<file path="src/rtl/dpcmp_pkg.sv">
package dpcmp_pkg;
  typedef enum logic [1:0] {
    PR_EQ = 2'd0,
    PR_GT = 2'd1,
    PR_GE = 2'd2,
    PR_NE = 2'd3
  } pred_e;

  typedef struct packed {
    logic is_nan;
    logic is_snan;
    logic is_qnan;
    logic is_zero;
  } fcls_t;
endpackage

</file>
<file path="src/rtl/dpc_classify.sv">
module dpc_classify
  import dpcmp_pkg::*;
#(
  parameter int DW   = 64,
  parameter int EXPW = 11
) (
  input  logic [DW-1:0] val,
  output fcls_t         cls
);
  localparam int FRACW = DW - 1 - EXPW;
  localparam int QBIT  = FRACW - 1;

  logic [EXPW-1:0]  exp_f;
  logic [FRACW-1:0] frac_f;
  logic             exp_max;
  logic             frac_nz;

  assign exp_f   = val[DW-2 -: EXPW];
  assign frac_f  = val[FRACW-1:0];
  assign exp_max = &exp_f;
  assign frac_nz = |frac_f;

  always_comb begin
    cls.is_nan  = exp_max && frac_nz;
    cls.is_qnan = exp_max && frac_f[QBIT];
    cls.is_snan = exp_max && frac_nz && !frac_f[QBIT];
    cls.is_zero = ~|val[DW-2:0];
  end

  // exactly one NaN kind for any NaN, none otherwise
  always_comb begin
    p_nan_kind_r11: assert (cls.is_nan == (cls.is_snan ^ cls.is_qnan));
  end
endmodule

</file>
<file path="src/rtl/dpc_order.sv">
module dpc_order
  import dpcmp_pkg::*;
#(
  parameter int DW = 64
) (
  input  logic [DW-1:0] opa,
  input  logic [DW-1:0] opb,
  input  fcls_t         cls_a,
  input  fcls_t         cls_b,
  output logic          b_eq_a,
  output logic          b_lt_a
);
  localparam int MW = DW - 1;

  logic          sa, sb;
  logic [MW-1:0] ma, mb;
  logic          unord, both_zero, mag_lt, mag_gt;

  assign sa        = opa[DW-1];
  assign sb        = opb[DW-1];
  assign ma        = opa[MW-1:0];
  assign mb        = opb[MW-1:0];
  assign unord     = cls_a.is_nan || cls_b.is_nan;
  assign both_zero = cls_a.is_zero && cls_b.is_zero;
  assign mag_lt    = mb < ma;
  assign mag_gt    = mb > ma;

  always_comb begin
    b_eq_a = !unord && (both_zero || (opa == opb));
    b_lt_a = 1'b0;
    if (!unord && !both_zero) begin
      unique case ({sb, sa})
        2'b10:   b_lt_a = 1'b1;
        2'b01:   b_lt_a = 1'b0;
        2'b00:   b_lt_a = mag_lt;
        default: b_lt_a = mag_gt;
      endcase
    end
  end

  // equality and strict less-than are exclusive
  always_comb begin
    p_eq_lt_excl_r3: assert (!(b_eq_a && b_lt_a));
  end
endmodule

</file>
<file path="src/rtl/dpcmp_mask.sv">
module dpcmp_mask
  import dpcmp_pkg::*;
#(
  parameter int DW   = 64,
  parameter int EXPW = 11
) (
  input  logic            clk,
  input  logic            rst_n,
  input  logic            in_vld,
  input  logic [1:0]      pred_sel,
  input  logic [DW-1:0]   opa,
  input  logic [DW-1:0]   opb,
  input  logic [2*DW-1:0] dst_old,
  input  logic            inv_en,
  output logic            res_vld,
  output logic [2*DW-1:0] res_data,
  output logic            res_we,
  output logic            flag_snan,
  output logic            flag_vcmp
);
  localparam int RW   = 2 * DW;
  localparam int NOPS = 2;

  logic [DW-1:0] ops [NOPS];
  fcls_t         cls [NOPS];

  assign ops[0] = opa;
  assign ops[1] = opb;

  for (genvar g = 0; g < NOPS; g++) begin : g_cls
    dpc_classify #(.DW(DW), .EXPW(EXPW)) u_cls (
      .val (ops[g]),
      .cls (cls[g])
    );
  end

  logic b_eq_a, b_lt_a;

  dpc_order #(.DW(DW)) u_ord (
    .opa    (opa),
    .opb    (opb),
    .cls_a  (cls[0]),
    .cls_b  (cls[1]),
    .b_eq_a (b_eq_a),
    .b_lt_a (b_lt_a)
  );

  pred_e         pred;
  logic          snan_any, qnan_any, ordered_pred;
  logic          vc_n, hit, block;
  logic [RW-1:0] mask_n;

  assign pred         = pred_e'(pred_sel);
  assign snan_any     = cls[0].is_snan || cls[1].is_snan;
  assign qnan_any     = cls[0].is_qnan || cls[1].is_qnan;
  assign ordered_pred = (pred == PR_GT) || (pred == PR_GE);
  assign vc_n         = ordered_pred && (snan_any ? !inv_en : qnan_any);
  assign block        = inv_en && (snan_any || vc_n);

  always_comb begin
    unique case (pred)
      PR_EQ:   hit = b_eq_a;
      PR_GT:   hit = b_lt_a;
      PR_GE:   hit = b_lt_a || b_eq_a;
      default: hit = !b_eq_a;
    endcase
    mask_n = hit ? {{DW{1'b1}}, {DW{1'b0}}} : '0;
  end

  always_ff @(posedge clk) begin
    if (!rst_n) begin
      res_vld   <= 1'b0;
      res_data  <= '0;
      res_we    <= 1'b0;
      flag_snan <= 1'b0;
      flag_vcmp <= 1'b0;
    end else begin
      res_vld   <= in_vld;
      res_we    <= in_vld && !block;
      flag_snan <= in_vld && snan_any;
      flag_vcmp <= in_vld && vc_n;
      if (in_vld) res_data <= block ? dst_old : mask_n;
    end
  end

  p_idle_quiet_r9: assert property (@(posedge clk) disable iff (!rst_n)
    !in_vld |=> (!res_vld && !res_we && !flag_snan && !flag_vcmp));

  p_mask_shape_r2: assert property (@(posedge clk) disable iff (!rst_n)
    res_we |-> (res_data[DW-1:0] == '0 &&
                (res_data[RW-1:DW] == '0 || &res_data[RW-1:DW])));

  p_hold_old_r8: assert property (@(posedge clk) disable iff (!rst_n)
    (res_vld && !res_we) |-> (res_data == $past(dst_old)));

  p_block_cause_r8: assert property (@(posedge clk) disable iff (!rst_n)
    (res_vld && !res_we) |-> (flag_snan || flag_vcmp));

  p_no_vc_eqne_r7: assert property (@(posedge clk) disable iff (!rst_n)
    (in_vld && (pred == PR_EQ || pred == PR_NE)) |=> !flag_vcmp);

  p_snan_flag_r4: assert property (@(posedge clk) disable iff (!rst_n)
    (in_vld && snan_any) |=> flag_snan);
endmodule

</file>
<file path="config.mk">
export PLATFORM = sky130hd
export DESIGN_NAME = dpcmp_mask
export DESIGN_NICKNAME = d
export VERILOG_FILES = /design/src/rtl/dpcmp_pkg.sv /design/src/rtl/dpc_classify.sv /design/src/rtl/dpc_order.sv /design/src/rtl/dpcmp_mask.sv
export SDC_FILE = /design/constraint.sdc
export NUM_CORES = 1
export LEC_CHECK = 0
export CELL_PAD_IN_SITES_DETAIL_PLACEMENT = 0
export CELL_PAD_IN_SITES_GLOBAL_PLACEMENT = 2
export CORE_UTILIZATION = 22
export CTS_BUF_LIST = sky130_fd_sc_hd__clkbuf_8
export DETAILED_ROUTE_END_ITERATION = 7
export PLACE_DENSITY_LB_ADDON = 0.1
export SETUP_SLACK_MARGIN = 0.05
export SLEW_MARGIN = 5
export SYNTH_ARGS = -nofsm -noshare
export SYNTH_HDL_FRONTEND = slang
export SYNTH_SLANG_ARGS = --single-unit
</file>
<file path="constraint.sdc">
create_clock -name clk -period 4.4 [get_ports clk]
set_clock_uncertainty 0.15 [all_clocks]
set_input_delay 1.1 -clock clk [delete_from_list [all_inputs] [get_ports clk]]
set_output_delay 1.1 -clock clk [all_outputs]
set_load 0.01 [all_outputs]
</file>
* After elaboration in Yosys (flattened, before gate mapping) *
Index checks and enable logic that the tools add are counted.
Widths: inputs -> output; s select.

operators by class
  order comparisons = 2
  equality and inequality tests = 5
  muxes and demuxes = 6
  reductions and logical operators = 38

operator list
  kind                count
  $mux 128            2
  $reduce_or 63->1    2
  $reduce_or 52->1    2
  $eq 64x64->1        1
  $gt 63x63->1        1
  $lt 63x63->1        1
  $reduce_and 11->1   2
  $logic_and 1x1->1   14
  $logic_not 1->1     9
  $logic_or 1x1->1    7
  $pmux 1 s3          2
  $eq 2x1->1 const B  2
  $eq 2x2->1 const B  2
  $logic_not 2->1     2
  $mux 1              2

storage, ports and cells
  bits in registers = 132
  input bits = 262
  output and inout port bits = 132
  logic and storage cells = 56

* Depth between registers and ports, before layout *
Gate-level depths: netlist (run 1).

  depth after elaboration = 10
  mapped depth = 12
  depth with buffers taken out = 11

* Hierarchy *
From an unflattened synthesis (run 1), not the netlist that was laid out.

second synthesis, totals
  cell total of the unflattened synthesis = 929
  area, all modules = 8453.1 um2

by module, submodules not included
  module        instances  cells each  area an instance (um2)  seq. area each (um2)
  dpcmp_mask    1          628         6319.8                  2642.5
  dpc_order     1          241         1725.4                  0.0
  dpc_classify  2          30          203.9                   0.0

* Worst setup path before layout (run 1) *
OpenSTA, ideal clock, no wires.

  path type = input -> register
  start point = input opa[45]
  end point = register res_data[100]
  setup time = 0.116 ns
  data arrival time = 3.915 ns
  data required time = 4.134 ns
  slack = 0.219 ns
  cell stages on the path = 12
  path buffers = 1
  cells stage by stage = inv_1 -> ha_1 -> nand4_1 -> nor2_1 -> a221o_1 -> o31a_1 -> a2111oi_2 -> nand2_1 -> a311o_2 -> a2111oi_4 -> buf_6 -> nor2_2

on the way
  longest elaborated chain between the ends = 10
  elaborated cells on any way between the ends = 27
  those cells by class = order compare: 2; eq/ne: 1; mux: 6; reduce/logical: 18

ends and longest elaborated chain
  what                                                  RTL line          RTL
  from (decl)                                           dpcmp_mask.sv:11  input logic [DW-1:0] opa,
  branches (longest 9 deep; another with $gt 63x63->1)  n/a
  $mux 128 (*)                                          dpcmp_mask.sv:82  if (in_vld) res_data <= block ? dst_old : mask_n;
  to (signal assigned)                                  dpcmp_mask.sv:82
  to (decl)                                             dpcmp_mask.sv:16  output logic [2*DW-1:0] res_data,

Mark *: on every way between the ends.
A chain may end at the register's enable or synchronous reset.

* Worst setup path after layout (run 1) *
  start point = input opa[22]
  end point = register res_data[72]

The elaborated chain is that of the path after synthesis.

==> results.sh, run 1 <==
export IMPL_rsz0062_at_grt="true"
export IMPL_timing_worst_setup_path_type="in -> reg"
export IMPL_synthTopCellsByArea="dfxtp_1, ha_1, nand3b_1"
export IMPL_hold_depth=2
export IMPL_start_kind="input pin"
export IMPL_grt_pass1_wl_um=49700
export IMPL_synth_seq_area_share_pct=34.9
export IMPL_htreeDepth=4
export IMPL_r2r_slack_ns=3.58
export IMPL_netlist_instances=899
export IMPL_place_ws_ns=-0.530
export IMPL_cts_root_buf="clkbuf_8"
export IMPL_fin_nets=1682
export IMPL_setup_viol=0
export IMPL_fin_util_pct=39.2
export IMPL_fin_crit_ns=4.27
export IMPL_gp_congestion=0.801
export IMPL_timing_critical_path_from="opa[22]"
export IMPL_drt_iter0_drc=300
export IMPL_die_h_um=187
export IMPL_chipWidth_um=187
export IMPL_initial_core_util_pct=22.4
export IMPL_cts_sinks=132
export IMPL_grt_antenna_before_repair=3
export IMPL_reg2regPathDepth=2
export IMPL_clk_pin_slew_worst_paths_ns=0.07
export IMPL_ys_ff_latch=132
export IMPL_drt_first_pass_iters=4
export IMPL_hp_class="reg -> reg"
export IMPL_synth_most_common_cell="dfxtp_1"
export IMPL_timing_rr_start="res_data[112]$_SDFFE_PN0P_"
export IMPL_netlist_area_um2=7560
export IMPL_synth_fp_nets=1231
export IMPL_cts_tree="yes"
export IMPL_gr_total_overflow=0
export IMPL_hp_start="res_data[2]$_SDFFE_PN0P_"
export IMPL_synth_top_flop_cell="dfxtp_1"
export IMPL_async_reset_ff_share_pct=0
export IMPL_status="complete, no violations"
export IMPL_setup_slack_ns=0.129
export IMPL_period_share_pct=97.1
export IMPL_cts_buffer_depth=2
export IMPL_timing_hold_violations_final=0
export IMPL_hpwl_um=24000
export IMPL_synth_top_cells_by_count="dfxtp_1, nand2_1, nand3_1, inv_1, ha_1"
export IMPL_yosysTopAreaCell="dfxtp_1"
export IMPL_min_to="res_data[2]$_SDFFE_PN0P_"
export IMPL_die_area_um2=35100
export IMPL_irDropWorstVdd_mv=0.235
export IMPL_p_total_w=0.00327
export IMPL_viasPerCell=4.49
export IMPL_yosysUniqueCellTypes=44
export IMPL_crit_arrival_ns=4.45
export IMPL_synth_edf_count=0
export IMPL_areaGrowthSynthToFinish_pct=74.5
export IMPL_grtUsageTotal_pct=18.2
export IMPL_grt_pass1_vias=8419
export IMPL_maxSlewViolCount=0
export IMPL_slew_limit_headroom_pct=35.9
export IMPL_drcViolationCount=0
export IMPL_io_pins=394
export IMPL_fmax_ghz=0.234
export IMPL_clk_latency_ns=0.44
export IMPL_fillerInstances=3463
export IMPL_critPathMaxFanout=64
export IMPL_endpoint_kind="flop"
export IMPL_grt_max_degree=194
export IMPL_tightest_slew_ns=0.961
export IMPL_port_buffers=393
export IMPL_drt_wl_total_um=31900
export IMPL_coreArea_um2=33700
export IMPL_wl_per_cell_um=17.6
export IMPL_cts_buffers=17
export IMPL_vias=8135
export IMPL_p_leak_nw=4.97
export IMPL_cts_hold_fix_buffers=0
export IMPL_drtAntennaViolNets=0
export IMPL_drv_cap=0
export IMPL_num_rows=67
export IMPL_yosysWarningCount=0
export IMPL_cp_data_required_time_ns=4.58
export IMPL_r2r_end="res_data[112]$_SDFFE_PN0P_"
export IMPL_postSynthAreaPerCell_um2=8.41
export IMPL_p_per_area_nw_per_um2=248
export IMPL_drive_above_1_share_pct=15.8
export IMPL_yosys_area_top_type_share_pct=34.9
==> layer usage <==
layer	global-route usage (%)	part of all wire, %	vias to the layer above
met5	0	0	-
met4	5.25	1.5	0
met3	5.67	7.4	23
met2	29.9	46	254
met1	22.8	45	3723
li1	-	-	4135
==> power breakdown <==
| part | switching (W) | internal (W) |
|---|---|---|
| clock | 0.000513 | 0.000686 |
| combinational | 0.000337 | 0.000474 |
| sequential | 0.0000222 | 0.00124 |
==> worst max-delay path: stages <==
cell             delay [ns]
clkdlybuf4s50_1        0.44
nor4_1                 0.29
buf_4                  0.16
nand4_1                0.14
or4_4                  0.59
or4_4                  0.57
o41a_1                 0.13
o21a_1                 0.17
o41a_2                 0.40
buf_12                 0.20
o211ai_1               0.16
nor2_2                 0.05
==> final cells by class <==
cell class | instances | area, um2 | area share [%]
Antenna cell | 4 | 10.0 | 0.0758
Clock buffer | 18 | 248 | 1.88
Clock inverter | 12 | 204 | 1.55
Inverter | 73 | 274 | 2.08
Multi-Input combinational cell | 631 | 4470 | 33.8
Sequential cell | 132 | 2640 | 20.0
Tap cell | 448 | 561 | 4.25
Timing Repair Buffer | 495 | 4790 | 36.3
==> through the flow <==
step           hold WS (ns)  setup TNS [ns]  std cells  cell area, um2
2_1_floorplan         0.335               0        899            7560
3_3_place_gp          0.300          -28.85       1776           12600
3_5_place_dp          0.312          -31.68       1776           12600
4_1_cts               0.325               0       1807           13100
5_1_grt               0.341               0       1811           13200
6_report              0.321               0       1813           13200
==> repair_timing <==
item	4_1_cts	5_1_grt
gates resized for setup	1	18
endpoints found under the setup margin	62	64
pin swaps	1	6
buffers inserted	1	2
==> worst max path at each step <==
stage,endpoint,slack [ns],cells after the start
final,res_data[72]$_SDFFE_PN0P_,0.13,12
after global routing,res_data[66]$_SDFFE_PN0P_,0.05,14
after CTS,res_data[65]$_SDFFE_PN0P_,0.07,14
after detailed placement,res_data[65]$_SDFFE_PN0P_,-0.53,14
after global placement,res_data[65]$_SDFFE_PN0P_,-0.48,14
after floorplan,res_data[100]$_SDFFE_PN0P_,0.22,12
==> placed cells by master (no fill, tap or decap), types with 2 or more instances in the layout <==
master and count:
nor2_1 15, clkinv_4 2, inv_1 72, clkinvlp_4 3, nor3_1 4, ha_1 69
buf_12 7, a2111oi_4 2, a21oi_1 24, nand3_1 76, o21ai_0 9, nand2_1 82
buf_4 93, and4_1 3, a211oi_1 2, a21boi_0 64, nor2b_1 2, diode_2 4
clkdlybuf4s50_1 390, a21o_1 4, dfxtp_1 132, nor2_2 60, nor4_1 32, or4_4 2
a211oi_2 2, buf_6 3, nand3b_1 65, clkbuf_8 18, nand4_1 23, a221oi_2 2
bufinv_16 5, o211ai_1 64
==> flip-flops by register name, indices dropped and copies added, names as in the netlist <==
name and count:
res_vld 1, res_data 128, flag_snan 1, flag_vcmp 1
res_we 1
==> cell families after synthesis <==
family | synth area share (%)
flops | 34.9
fa+ha+maj | 11.6
simple gates | 28.0
compound gates | 18.0
buf+inv | 7.45
Power figures use the tool's default switching activity.
==> inputs of run 2 (changes only) <==
--- a/config.mk
+++ b/config.mk
@@ -7,6 +7,7 @@
 export LEC_CHECK = 0
 export CELL_PAD_IN_SITES_DETAIL_PLACEMENT = 0
 export CELL_PAD_IN_SITES_GLOBAL_PLACEMENT = 2
+export CORE_ASPECT_RATIO = 0.9
 export CORE_UTILIZATION = 22
 export CTS_BUF_LIST = sky130_fd_sc_hd__clkbuf_8
 export DETAILED_ROUTE_END_ITERATION = 7
==> results.sh, run 2 (synthesized netlist as in run 1, its figures left out) <==
export IMPL_cts_hold_fix_buffers=0
export IMPL_tightest_slew_ns=0.937
export IMPL_drive_above_1_share_pct=17.8
export IMPL_cts_buffer_depth=2
export IMPL_fin_util_pct=40.1
export IMPL_areaGrowthSynthToFinish_pct=80.1
export IMPL_viasPerCell=4.44
export IMPL_r2r_slack_ns=3.58
export IMPL_drtAntennaViolNets=0
export IMPL_io_pins=394
export IMPL_status="complete, no violations"
export IMPL_path_cells="clkdlybuf4s50_1 -> nor4_2 -> nand4_1 -> or4_4 -> and3_4 -> o41a_1 -> o21a_2 -> o41a_4 -> clkbuf_16 -> o211ai_1 -> nor2_1"
export IMPL_fin_setup_tns_ns=0
export IMPL_vias=8208
export IMPL_max_stage_delay_ns=0.58
export IMPL_wl_met2_um=15000
export IMPL_stdcell_count=1849
export IMPL_drt_wl_total_um=33400
export IMPL_met3_length_um=2940
export IMPL_cts_buffers=17
export IMPL_port_buffers=393
export IMPL_timing_worst_setup_path_type="in -> reg"
export IMPL_r2r_end="res_data[104]$_SDFFE_PN0P_"
export IMPL_start_kind="input pin"
export IMPL_grt_pass1_vias=8199
export IMPL_gp_congestion=0.833
export IMPL_largest_register_ffs=128
export IMPL_initial_core_util_pct=22.3
export IMPL_rsz0062_at_grt="false"
export IMPL_fin_nets=1704
export IMPL_hpwl_um=23900
export IMPL_cp_data_required_time_ns=4.58
export IMPL_maxSlewViolCount=0
export IMPL_drv_cap=0
export IMPL_chipWidth_um=197
export IMPL_dr_max_layer_used="met5"
export IMPL_grt_antenna_before_repair=5
export IMPL_clk_pin_slew_worst_paths_ns=0.08
export IMPL_top_register="res_data"
export IMPL_final_common_cell="clkdlybuf4s50_1"
export IMPL_critPathMaxFanout=6
export IMPL_coreArea_um2=34000
export IMPL_clk_latency_ns=0.44
export IMPL_dp_cells=1804
export IMPL_wl_per_cell_um=18.0
export IMPL_cts_sinks=132
export IMPL_drt_iter0_drc=312
export IMPL_slew_limit_headroom_pct=37.5
export IMPL_die_area_um2=35100
export IMPL_crit_arrival_ns=4.47
export IMPL_p_leak_nw=5.23
export IMPL_drcViolationCount=0
export IMPL_timing_hold_violations_final=0
export IMPL_fin_crit_ns=4.29
export IMPL_p_per_area_nw_per_um2=249
export IMPL_timing_critical_path_from="opa[2]"
export IMPL_hp_class="reg -> reg"
export IMPL_reg2regPathDepth=2
export IMPL_num_rows=64
export IMPL_fillerInstances=3567
export IMPL_gr_total_overflow=0
export IMPL_irDropWorstVdd_mv=0.173
export IMPL_wl_met1_um=15000
export IMPL_layout_common_cells="clkdlybuf4s50_1, dfxtp_1, buf_4"
export IMPL_cts_tree="yes"
export IMPL_setup_viol=0
export IMPL_die_h_um=178
export IMPL_grt_max_degree=194
export IMPL_hp_start="res_data[7]$_SDFFE_PN0P_"
export IMPL_cts_root_buf="clkbuf_8"
export IMPL_drt_first_pass_iters=4
export IMPL_setup_worst_path_end="res_data[65]$_SDFFE_PN0P_"
export IMPL_grtUsageTotal_pct=17.9
export IMPL_period_share_pct=97.4
export IMPL_grt_pass1_wl_um=47600
export IMPL_fmax_ghz=0.233
export IMPL_cp_slowest_cell="o41a_4"
export IMPL_endpoint_kind="flop"
export IMPL_htreeDepth=4
export IMPL_timing_rr_start="res_data[104]$_SDFFE_PN0P_"
## run 2: final cells by class
class | count | area, um2 | share of cell area, %
antenna | 2 | 5.00 | 0.0368
clock buffer | 22 | 303 | 2.22
clock inverter | 10 | 191 | 1.41
inverter | 73 | 274 | 2.01
multi-input combinational | 632 | 4540 | 33.3
sequential | 132 | 2640 | 19.4
tap | 462 | 578 | 4.25
timing repair buffer | 516 | 5080 | 37.3
## run 2: how the worst min path moves through the flow
stage / end / slack [ns] / cells past startpoint
2_1_floorplan: res_data[7]$_SDFFE_PN0P_ / 0.34 / 2
3_3_place_gp: res_data[7]$_SDFFE_PN0P_ / 0.30 / 2
3_5_place_dp: res_data[7]$_SDFFE_PN0P_ / 0.31 / 2
4_1_cts: res_data[7]$_SDFFE_PN0P_ / 0.32 / 2
5_1_grt: res_data[7]$_SDFFE_PN0P_ / 0.34 / 2
6_report: res_data[7]$_SDFFE_PN0P_ / 0.31 / 2
## run 2: per-layer routing
layer	track usage, %	up-vias
met5	0	-
met4	4.20	6
met3	7.15	22
met2	28.3	250
met1	22.5	3761
li1	-	4169
## run 2: power breakdown
| group | total [W] | internal (W) | switching [W] |
|---|---|---|---|
| Sequential | 0.00126 | 0.00124 | 0.0000231 |
| Clock | 0.00129 | 0.000757 | 0.000529 |
| Combinational | 0.000839 | 0.000492 | 0.000348 |
| Total | 0.00339 | 0.00249 | 0.000900 |
## run 2: critical path: cells and delay by family
kind / cells / cell delay, ns
simple gates: 5 / 1.31
buf+inv: 2 / 0.71
compound gates: 4 / 1.32
## run 2: stage by stage
step                area [um2]  hold slack (ns)  setup slack, ns  power [W]
detailed placement       12700            0.309           -0.491    0.00209
CTS                      13300            0.321           0.0708    0.00340
floorplan                 7560            0.335            0.219    0.00158
finish                   13600            0.314            0.114    0.00339
global route             13600            0.339           0.0286    0.00356
global placement         12700            0.302           -0.447    0.00210
## run 2: what timing repair did
| action | 4_1_cts | 5_1_grt |
|---|---|---|
| setup buffers | 0 | 3 |
| cloned | 0 | 8 |
| resized for setup | 2 | 42 |
| endpoints found under the setup margin | 53 | 64 |
| pin swaps | 0 | 14 |
| hold endpoints to repair | 0 | 0 |
